===== src/rtl/rs485_filt_pkg.sv =====
package rs485_filt_pkg;

  typedef struct packed {
    logic store;   // character belongs in the FIFO
    logic hw_set;  // force the receiver off
    logic hw_clr;  // force the receiver on
  } filt_verdict_t;

  // Decide the fate of one character from its kind, its compare result and
  // the current receiver state.
  function automatic filt_verdict_t judge(input logic is_addr,
                                          input logic hit,
                                          input logic off);
    filt_verdict_t v;
    v.hw_set = is_addr && !hit;
    v.hw_clr = is_addr && hit && off;
    if (off) v.store = is_addr && hit;
    else     v.store = !(is_addr && !hit);
    return v;
  endfunction

  // Next value of the disable bit; hardware events outrank the host.
  function automatic logic next_disable(input logic cur,
                                        input logic hw_set,
                                        input logic hw_clr,
                                        input logic host_we,
                                        input logic host_val);
    if (hw_set)       return 1'b1;
    else if (hw_clr)  return 1'b0;
    else if (host_we) return host_val;
    return cur;
  endfunction

endpackage


===== src/rtl/filt_cfg_regs.sv =====
module filt_cfg_regs #(
  parameter int  ADDR_W    = 8,
  parameter bit  DIS_RESET = 1'b0
) (
  input  logic              clk,
  input  logic              rst_n,
  input  logic              host_dis_we,
  input  logic              host_dis_val,
  input  logic              host_addr_we,
  input  logic [ADDR_W-1:0] host_addr_val,
  input  logic              hw_set,
  input  logic              hw_clr,
  output logic              disabled,
  output logic [ADDR_W-1:0] match_val
);
  import rs485_filt_pkg::*;

  logic dis_nxt;
  assign dis_nxt = next_disable(disabled, hw_set, hw_clr, host_dis_we, host_dis_val);

  always_ff @(posedge clk) begin
    if (!rst_n) begin
      disabled  <= DIS_RESET;
      match_val <= '0;
    end else begin
      disabled <= dis_nxt;
      if (host_addr_we) match_val <= host_addr_val;
    end
  end


  hw_set_wins_chk: assert property (@(posedge clk) disable iff (!rst_n)
    hw_set |=> disabled);

  hw_clr_wins_chk: assert property (@(posedge clk) disable iff (!rst_n)
    (hw_clr && !hw_set) |=> !disabled);

  addr_hold_chk: assert property (@(posedge clk) disable iff (!rst_n)
    !host_addr_we |=> $stable(match_val));
endmodule


===== src/rtl/filt_classify.sv =====
module filt_classify #(
  parameter int ADDR_W = 8,
  localparam int CHAR_W = ADDR_W + 1
) (
  input  logic              valid,
  input  logic [CHAR_W-1:0] ch,
  input  logic [ADDR_W-1:0] match_val,
  input  logic              disabled,
  output logic              store_req,
  output logic              hw_set,
  output logic              hw_clr
);
  import rs485_filt_pkg::*;

  logic          is_addr;
  logic          hit;
  filt_verdict_t verdict;

  assign is_addr = ch[CHAR_W-1];
  assign hit     = (ch[ADDR_W-1:0] == match_val);
  assign verdict = judge(is_addr, hit, disabled);

  assign store_req = valid && verdict.store;
  assign hw_set    = valid && verdict.hw_set;
  assign hw_clr    = valid && verdict.hw_clr;
endmodule


===== src/rtl/filt_write_stage.sv =====
module filt_write_stage #(
  parameter int CHAR_W = 9
) (
  input  logic              clk,
  input  logic              rst_n,
  input  logic              store_req,
  input  logic              full,
  input  logic [CHAR_W-1:0] ch,
  output logic              wr,
  output logic [CHAR_W-1:0] wdata,
  output logic              over
);
  logic accept;
  logic lost;
  assign accept = store_req && !full;
  assign lost   = store_req && full;

  always_ff @(posedge clk) begin
    if (!rst_n) begin
      wr    <= 1'b0;
      over  <= 1'b0;
      wdata <= '0;
    end else begin
      wr   <= accept;
      over <= lost;
      if (accept) wdata <= ch;
    end
  end


  wr_over_excl_chk: assert property (@(posedge clk) disable iff (!rst_n)
    !(wr && over));

  full_drop_chk: assert property (@(posedge clk) disable iff (!rst_n)
    (store_req && full) |=> (over && !wr));

  accept_write_chk: assert property (@(posedge clk) disable iff (!rst_n)
    (store_req && !full) |=> (wr && wdata == $past(ch)));
endmodule


===== src/rtl/rs485_addr_filter.sv =====
module rs485_addr_filter #(
  parameter int ADDR_W    = 8,
  parameter bit DIS_RESET = 1'b0,
  localparam int CHAR_W   = ADDR_W + 1
) (
  input  logic              clk,
  input  logic              rst_n,
  input  logic              rx_valid,
  input  logic [CHAR_W-1:0] rx_char,
  input  logic              fifo_full,
  input  logic              host_dis_we,
  input  logic              host_dis_val,
  input  logic              host_addr_we,
  input  logic [ADDR_W-1:0] host_addr_val,
  output logic              fifo_wr,
  output logic [CHAR_W-1:0] fifo_wdata,
  output logic              overrun,
  output logic              rx_disabled,
  output logic [ADDR_W-1:0] station_addr
);
  logic store_req;
  logic hw_set;
  logic hw_clr;

  filt_cfg_regs #(.ADDR_W(ADDR_W), .DIS_RESET(DIS_RESET)) u_cfg (
    .clk(clk), .rst_n(rst_n),
    .host_dis_we(host_dis_we), .host_dis_val(host_dis_val),
    .host_addr_we(host_addr_we), .host_addr_val(host_addr_val),
    .hw_set(hw_set), .hw_clr(hw_clr),
    .disabled(rx_disabled), .match_val(station_addr)
  );

  filt_classify #(.ADDR_W(ADDR_W)) u_cls (
    .valid(rx_valid), .ch(rx_char), .match_val(station_addr),
    .disabled(rx_disabled), .store_req(store_req),
    .hw_set(hw_set), .hw_clr(hw_clr)
  );

  filt_write_stage #(.CHAR_W(CHAR_W)) u_wr (
    .clk(clk), .rst_n(rst_n), .store_req(store_req), .full(fifo_full),
    .ch(rx_char), .wr(fifo_wr), .wdata(fifo_wdata), .over(overrun)
  );


  foreign_addr_drop_chk: assert property (@(posedge clk) disable iff (!rst_n)
    (rx_valid && rx_char[CHAR_W-1] && rx_char[ADDR_W-1:0] != station_addr)
      |=> (!fifo_wr && !overrun && rx_disabled));

  off_data_drop_chk: assert property (@(posedge clk) disable iff (!rst_n)
    (rx_valid && !rx_char[CHAR_W-1] && rx_disabled) |=> (!fifo_wr && !overrun));

  own_addr_wake_chk: assert property (@(posedge clk) disable iff (!rst_n)
    (rx_valid && rx_char[CHAR_W-1] && rx_char[ADDR_W-1:0] == station_addr && rx_disabled)
      |=> (!rx_disabled && (fifo_wr || overrun)));

  wr_cause_chk: assert property (@(posedge clk) disable iff (!rst_n)
    (fifo_wr || overrun) |-> $past(rx_valid));
endmodule


===== config.mk =====
export PLATFORM = sky130hd
export DESIGN_NAME = rs485_addr_filter
export DESIGN_NICKNAME = d
export VERILOG_FILES = /design/src/rtl/rs485_filt_pkg.sv /design/src/rtl/filt_cfg_regs.sv /design/src/rtl/filt_classify.sv /design/src/rtl/filt_write_stage.sv /design/src/rtl/rs485_addr_filter.sv
export SDC_FILE = /design/constraint.sdc
export NUM_CORES = 1
export LEC_CHECK = 0
export BUFFER_PORTS_ARGS = -buffer_cell sky130_fd_sc_hd__buf_4
export CORE_MARGIN = 2
export CORE_UTILIZATION = 39
export CTS_CLUSTER_DIAMETER = 200
export DETAILED_ROUTE_END_ITERATION = 6
export PLACE_DENSITY = 0.73
export RECOVER_POWER = 50
export SETUP_SLACK_MARGIN = 0.1
export SYNTH_ARGS = -nofsm -noshare
export SYNTH_HDL_FRONTEND = slang
export SYNTH_SLANG_ARGS = --single-unit

===== constraint.sdc =====
create_clock -name clk -period 1.8 [get_ports clk]
set_input_delay 0.36 -clock clk [delete_from_list [all_inputs] [get_ports clk]]
set_output_delay 0.36 -clock clk [all_outputs]
set_load 0.005 [all_outputs]

==> results of run 1 <==
-- kinds of logic after synthesis --
family	count (synthesis)
AOI/OAI and AO/OA	5
xor gates and xnor gates	8
buffers and inverters	6
DFF	20
muxes	18
and+or+nand+nor	32
-- worst reg2reg max path, delay by kind of cell, from the launching register on --
kind                   cells  cell delay [ns]
flip-flops                 1             0.37
multiplexers               1             0.18
AO/OA/AOI/OAI              1             0.25
buffers and inverters      1             0.19
AND/OR/NAND/NOR            2             0.62
XOR/XNOR                   1             0.11
-- worst paths after layout --
path	startpoint	end	slack [ns]	cells past startpoint
worst max register to register	u_cfg.match_val[7]	u_wr.wdata[2]	0.03	6
worst min register to register	u_wr.wdata[6]	u_wr.wdata[6]	0.47	2
worst max-delay path	u_cfg.match_val[7]	u_wr.wdata[2]	0.03	6
worst min-delay path	host_addr_val[1]	u_cfg.match_val[1]	0.31	3
-- per-stage QoR --
stage,instance area [sq um],setup WS (ns)
2_1_floorplan,877,0.114
3_3_place_gp,1220,-0.0761
3_5_place_dp,1220,-0.113
4_1_cts,1270,0.0137
5_1_grt,1310,-0.0521
6_report,1310,0.0278
-- routing by layer --
| metal | routed length [um] | global-route usage |
|---|---|---|
| met5 | 0 | 0 |
| met4 | 24 | 0.0789 |
| met3 | 109 | 0.0322 |
| met2 | 924 | 0.233 |
| met1 | 818 | 0.197 |
-- what timing repair did --
| action | in CTS | in global routing |
|---|---|---|
| gates resized for setup | 3 | 6 |
| setup buffers | 0 | 2 |
| cloned | 0 | 1 |
| endpoints found under the setup margin | 9 | 11 |
| pin swaps | 0 | 3 |
-- state kept, by name, summed over array words and instances (netlist names) --
| register | flops |
|---|---|
| u_wr.over | 1 |
| u_cfg.disabled | 1 |
| u_wr.wr | 1 |
| u_wr.wdata | 9 |
| u_cfg.match_val | 8 |
-- area by class of cell --
class / count / area share
Multi-Input combinational cell: 63 / 0.352
Sequential cell: 20 / 0.313
Timing Repair Buffer: 48 / 0.278
Clock buffer: 4 / 0.0277
Tap cell: 28 / 0.0268
Inverter: 1 / 0.00287
-- cell usage in the layout (no fill, tap or decap), types with 2 or more instances in the layout --
| cell type | synthesis | final |
|---|---|---|
| clkbuf_4 | 0 | 3 |
| buf_4 | 0 | 47 |
| mux2i_1 | 18 | 18 |
| nor2b_1 | 9 | 9 |
| dfxtp_1 | 20 | 15 |
| dfxtp_2 | 0 | 4 |
| nand2_1 | 19 | 19 |
| a31oi_1 | 2 | 2 |
| xnor2_1 | 6 | 5 |
| xor2_1 | 2 | 2 |
-- where the power goes --
group          total (W)  switching (W)  leakage (nW)  internal (W)
clock network   0.000260       0.000136        0.0210      0.000123
registers       0.000479      0.0000153         0.166      0.000464
logic           0.000166      0.0000644         0.419      0.000102
total           0.000905       0.000216         0.606      0.000689
==> flow_metrics.tcl, run 1 <==
set metrics [dict create \
    grt_pass1_wl_um 2970 \
    worst_pin_slew_ns 0.440 \
    final_cells 164 \
    max_stage_delay_ns 0.55 \
    synth_fa_ha_area_frac 0 \
    critPathCaptureType "register" \
    setup_viol_count_final 0 \
    yosysMostFrequentCell "dfxtp_1" \
    power.leakage_nw 0.606 \
    crit_chain "xnor2_2 -> nand2_1 -> or4_4 -> a211oi_4 -> buf_4 -> mux2i_1" \
    design.die.area_sq_um 2640 \
    numCtsBuffers 3 \
    fill_cells 197 \
    cp.required_ns 2.04 \
    fin_util 0.603 \
    synth.net_count 113 \
    dr.first_iter.drc_count 3 \
    detail_route.wl_per_cell_um 11.4 \
    ys_types 17 \
    postSynthCellCount 89 \
    synth_edf_count 0 \
    postSynth.asyncResetShare 0 \
    gp_congestion 0.708 \
    cp_max_fo 4 \
    area_growth_pct 49.4 \
    maxSlewViolCount 0 \
    yosys.area_share.simple 0.183 \
    fp-row-count 17 \
    cts_max_level 1 \
    dpl.hpwl_um 1440 \
    grt_setup_unrepaired "true" \
    path_class "reg -> reg" \
    io_pins 44 \
    run_status "finished, final reports clean" \
    cp.arrival_ns 2.01 \
    cap_violations 0 \
    tns_ns 0 \
    grt_max_degree 30 \
    worst-path-buf-inv 1 \
    ctsRootBufferMaster "clkbuf_4" \
    synth_xor_area_frac 0.0800 \
    drtPass1Iterations 4 \
    holdCritPathClass "in -> reg" \
    numPortBuffers 43 \
    synthTopCellsByCount "dfxtp_1, nand2_1, mux2i_1, nor2b_1, xnor2_1" \
    yosys_register_bits 20 \
    viasPerCell 4.57 \
    fin_hold_ws_ns 0.310 \
    dpl.cell_count 157 \
    drive_above_1_share 0.441 \
    route.detailed.drc 0 \
    crit_path_start_kind "register" \
    period_needed_ns 1.77 \
    insertedDiodeCount 0 \
    p_per_area_nw_per_um2 691 \
    vdd_drop_max_v 0.000379 \
    die_x_um 51.4 \
    start_util 0.404 \
    synth_area_per_cell_sq_um 9.84 \
    ys_warn_count 0 \
    yosysTopAreaCell "dfxtp_1" \
    total_power_w 0.000905 \
    fin_skew_ns 0.00292 \
    coreArea_sq_um 2170 \
    clock_sinks 20 \
    synth_area_leaders "dfxtp_1, mux2i_1, nand2_1" \
    ys_seq_area_frac 0.457 \
    cp_top_family "simple AND/OR/NAND/NOR gates" \
    wl_um 1880 \
    synth_compound_area_frac 0.0400 \
    synth_mux_area_frac 0.206 \
    slowest_stage "or4_4" \
    grt_use_total 0.151 \
    hold_violations 0 \
    fmax_mhz 564 \
    path_clk_slew_ns 0.11 \
    nets 161 \
    dieHeight_um 51.4 \
    cts_hold_buf 0 \
    synth_top_family_by_area "multiplexers" \
    fin_crit_sh 0.985 \
    multiInputGateArea_sq_um 460 \
    synthFlopType "dfxtp_1" \
    grt_overflow_total 0 \
    synth.top_cell.area_share 0.457 \
    slew_headroom 0.703 \
    antenna_found_initial 0 \
    insertion_delay_ns 0.30 \
    cts_tree "done" \
    synthesis.area_sq_um 876 \
    final-seq-area_sq_um 409 \
    drtAntennaViolNets 0 \
    clockBufferDepth 2 \
    via_count 750 \
    grt_pass1_vias 699 \
]
Power figures use the tool's default switching activity.
==> inputs of run 2 (changes only) <==
Settings changed: CTS_CLUSTER_SIZE from default to 20, PLACE_DENSITY 0.73 to 0.71.
==> run 2 against run 1 <==
Against the previous run:
- the flow now finishes with violations (setup timing)
- core utilization shrank 0.98 points
- non-clock buffer count shrank 1
- die area stayed put
- sequential power hardly changed
- global-route usage grew 0.97 points
- critical endpoint is now u_wr.wdata[7]
==> flow_metrics.tcl, run 2 (synthesis results as in run 1) <==
set metrics [dict create \
    design_area_sq_um 1290 \
    critPathCaptureType "register" \
    cts_tree "done" \
    grt_pass1_wl_um 3140 \
    numPortBuffers 43 \
    route.detailed.drc 0 \
    post-place-ws_ns -0.0889 \
    cp_max_fo 4 \
    top_register "u_wr.wdata" \
    cp.required_ns 2.03 \
    design.die.area_sq_um 2640 \
    violations "setup timing" \
    max_stage_delay_ns 0.55 \
    area_growth_pct 47.0 \
    crit_path_start_kind "register" \
    drtPass1Iterations 4 \
    top_regs "u_wr.wdata (9), u_cfg.match_val (8)" \
    grt_use_total 0.161 \
    dieHeight_um 51.4 \
    cap_violations 0 \
    setup_viol_count_final 9 \
    timing.rr.end "u_wr.wdata[7]" \
    cts_hold_buf 0 \
    dr.first_iter.drc_count 6 \
    io_pins 44 \
    fmax_mhz 542 \
    path_clk_slew_ns 0.11 \
    coreArea_sq_um 2170 \
    drive_above_1_share 0.418 \
    dpl.hpwl_um 1460 \
    insertion_delay_ns 0.29 \
    final_common_cell "buf_4" \
    wl_um 1990 \
    slowest_stage "or4_4" \
    detail_route.wl_per_cell_um 12.3 \
    rr_worst_depth 6 \
    grt_setup_unrepaired "true" \
    final-seq-area_sq_um 403 \
    multiInputGateArea_sq_um 467 \
    path_class "reg -> reg" \
    layout_common_cells "buf_4, nand2_1, mux2i_1, dfxtp_1, clkbuf_4" \
    crit_chain "xnor2_2 -> nand2_1 -> or4_4 -> a211oi_4 -> buf_4 -> mux2i_1" \
    worst_pin_slew_ns 0.434 \
    vdd_drop_max_v 0.000518 \
    via_count 766 \
    fin_skew_ns 0.00404 \
    setup_ws_ns -0.0442 \
    ctsRootBufferMaster "clkbuf_4" \
    clockBufferDepth 2 \
    tns_ns -0.193 \
    drtAntennaViolNets 0 \
    fill_cells 205 \
    antenna_found_initial 0 \
    hold_violations 0 \
    die_x_um 51.4 \
    fp-row-count 17 \
    gp_congestion 0.700 \
    fin_crit_sh 1.02 \
    largest_register_ff_count 9 \
    grt_overflow_total 0 \
    insertedDiodeCount 0 \
    numCtsBuffers 3 \
    fin_util 0.593 \
    r2r-start "u_cfg.match_val[7]" \
    start_util 0.404 \
    power.leakage_nw 0.589 \
    placed_area_sq_um 1230 \
    maxSlewViolCount 0 \
    nets 160 \
    p_per_area_nw_per_um2 662 \
    holdCritPathClass "in -> reg" \
    clock_sinks 20 \
    grt_pass1_vias 698 \
    viasPerCell 4.73 \
    period_needed_ns 1.84 \
    cp.arrival_ns 2.07 \
    grt_max_degree 30 \
    ff2ff_setup_slack_ns -0.04 \
    worstSetupEndpoint "u_wr.wdata[7]" \
    min_path_cells 3 \
    crit_start "u_cfg.match_val[7]" \
    slew_headroom 0.707 \
    run_status "complete, but fails checks" \
    cts_max_level 1 \
]
==> run 2: cell types whose count changed in the layout (fill, tap and decap cells not counted) <==
cell,delta
dfxtp_2,-2
buf_4,-8
dfxtp_4,-1
clkbuf_8,-1
a31oi_1,-1
clkbuf_4,+7
dfxtp_1,+3
a31oi_2,+1
==> run 2: critical path: cells and delay by family (launching register included) <==
family / cells / cell delay, ns
mux: 1 / 0.17
compound gates: 1 / 0.24
buf+inv: 1 / 0.18
xor+xnor: 1 / 0.18
simple gates: 2 / 0.64
flops: 1 / 0.36
==> run 2: cell type report <==
class                      instances  area share
tap                               28      0.0272
multi-input combinational         63       0.362
clock buffer                       3      0.0175
inverter                           1     0.00292
timing repair buffer              47       0.277
sequential                        20       0.313
==> run 2: worst min-delay path by stage <==
stage / startpoint / end / slack [ns]
2_1_floorplan: u_wr.wdata[0] / u_wr.wdata[0] / 0.45
3_3_place_gp: u_wr.wdata[7] / u_wr.wdata[7] / 0.45
6_report: host_addr_val[0] / u_cfg.match_val[0] / 0.32
5_1_grt: fifo_full / u_wr.over / 0.32
3_5_place_dp: u_wr.wdata[6] / u_wr.wdata[6] / 0.45
4_1_cts: fifo_full / u_wr.over / 0.30
==> run 2: repair_timing <==
item                                   CTS  global route
pin swaps                                1             0
resized for setup                        4             3
endpoints found under the hold margin    0             0
setup endpoints to repair                9            12
gates cloned                             0             1
setup buffers                            0             0
==> run 2: power breakdown <==
| group | switching (W) | total (W) | internal (W) |
|---|---|---|---|
| clock network | 0.000128 | 0.000206 | 0.0000779 |
| logic | 0.0000652 | 0.000166 | 0.000101 |
| registers | 0.0000167 | 0.000480 | 0.000464 |
| total | 0.000210 | 0.000852 | 0.000642 |
==> run 2: through the flow <==
step	total power [W]	hold WS [ns]	instances
after global placement	0.000644	0.446	158
after floorplan	0.000560	0.451	89
after CTS	0.000855	0.305	161
after global routing	0.000892	0.317	162
after detailed placement	0.000647	0.452	158
final	0.000852	0.318	162
==> run 2: layer usage <==
| metal | part of all wire | track usage | vias to the layer above |
|---|---|---|---|
| li1 | - | - | 387 |
| met1 | 0.42 | 0.204 | 357 |
| met2 | 0.52 | 0.269 | 20 |
| met3 | 0.046 | 0.0263 | 2 |
| met4 | 0.0070 | 0.0658 | 0 |
| met5 | 0 | 0 | - |
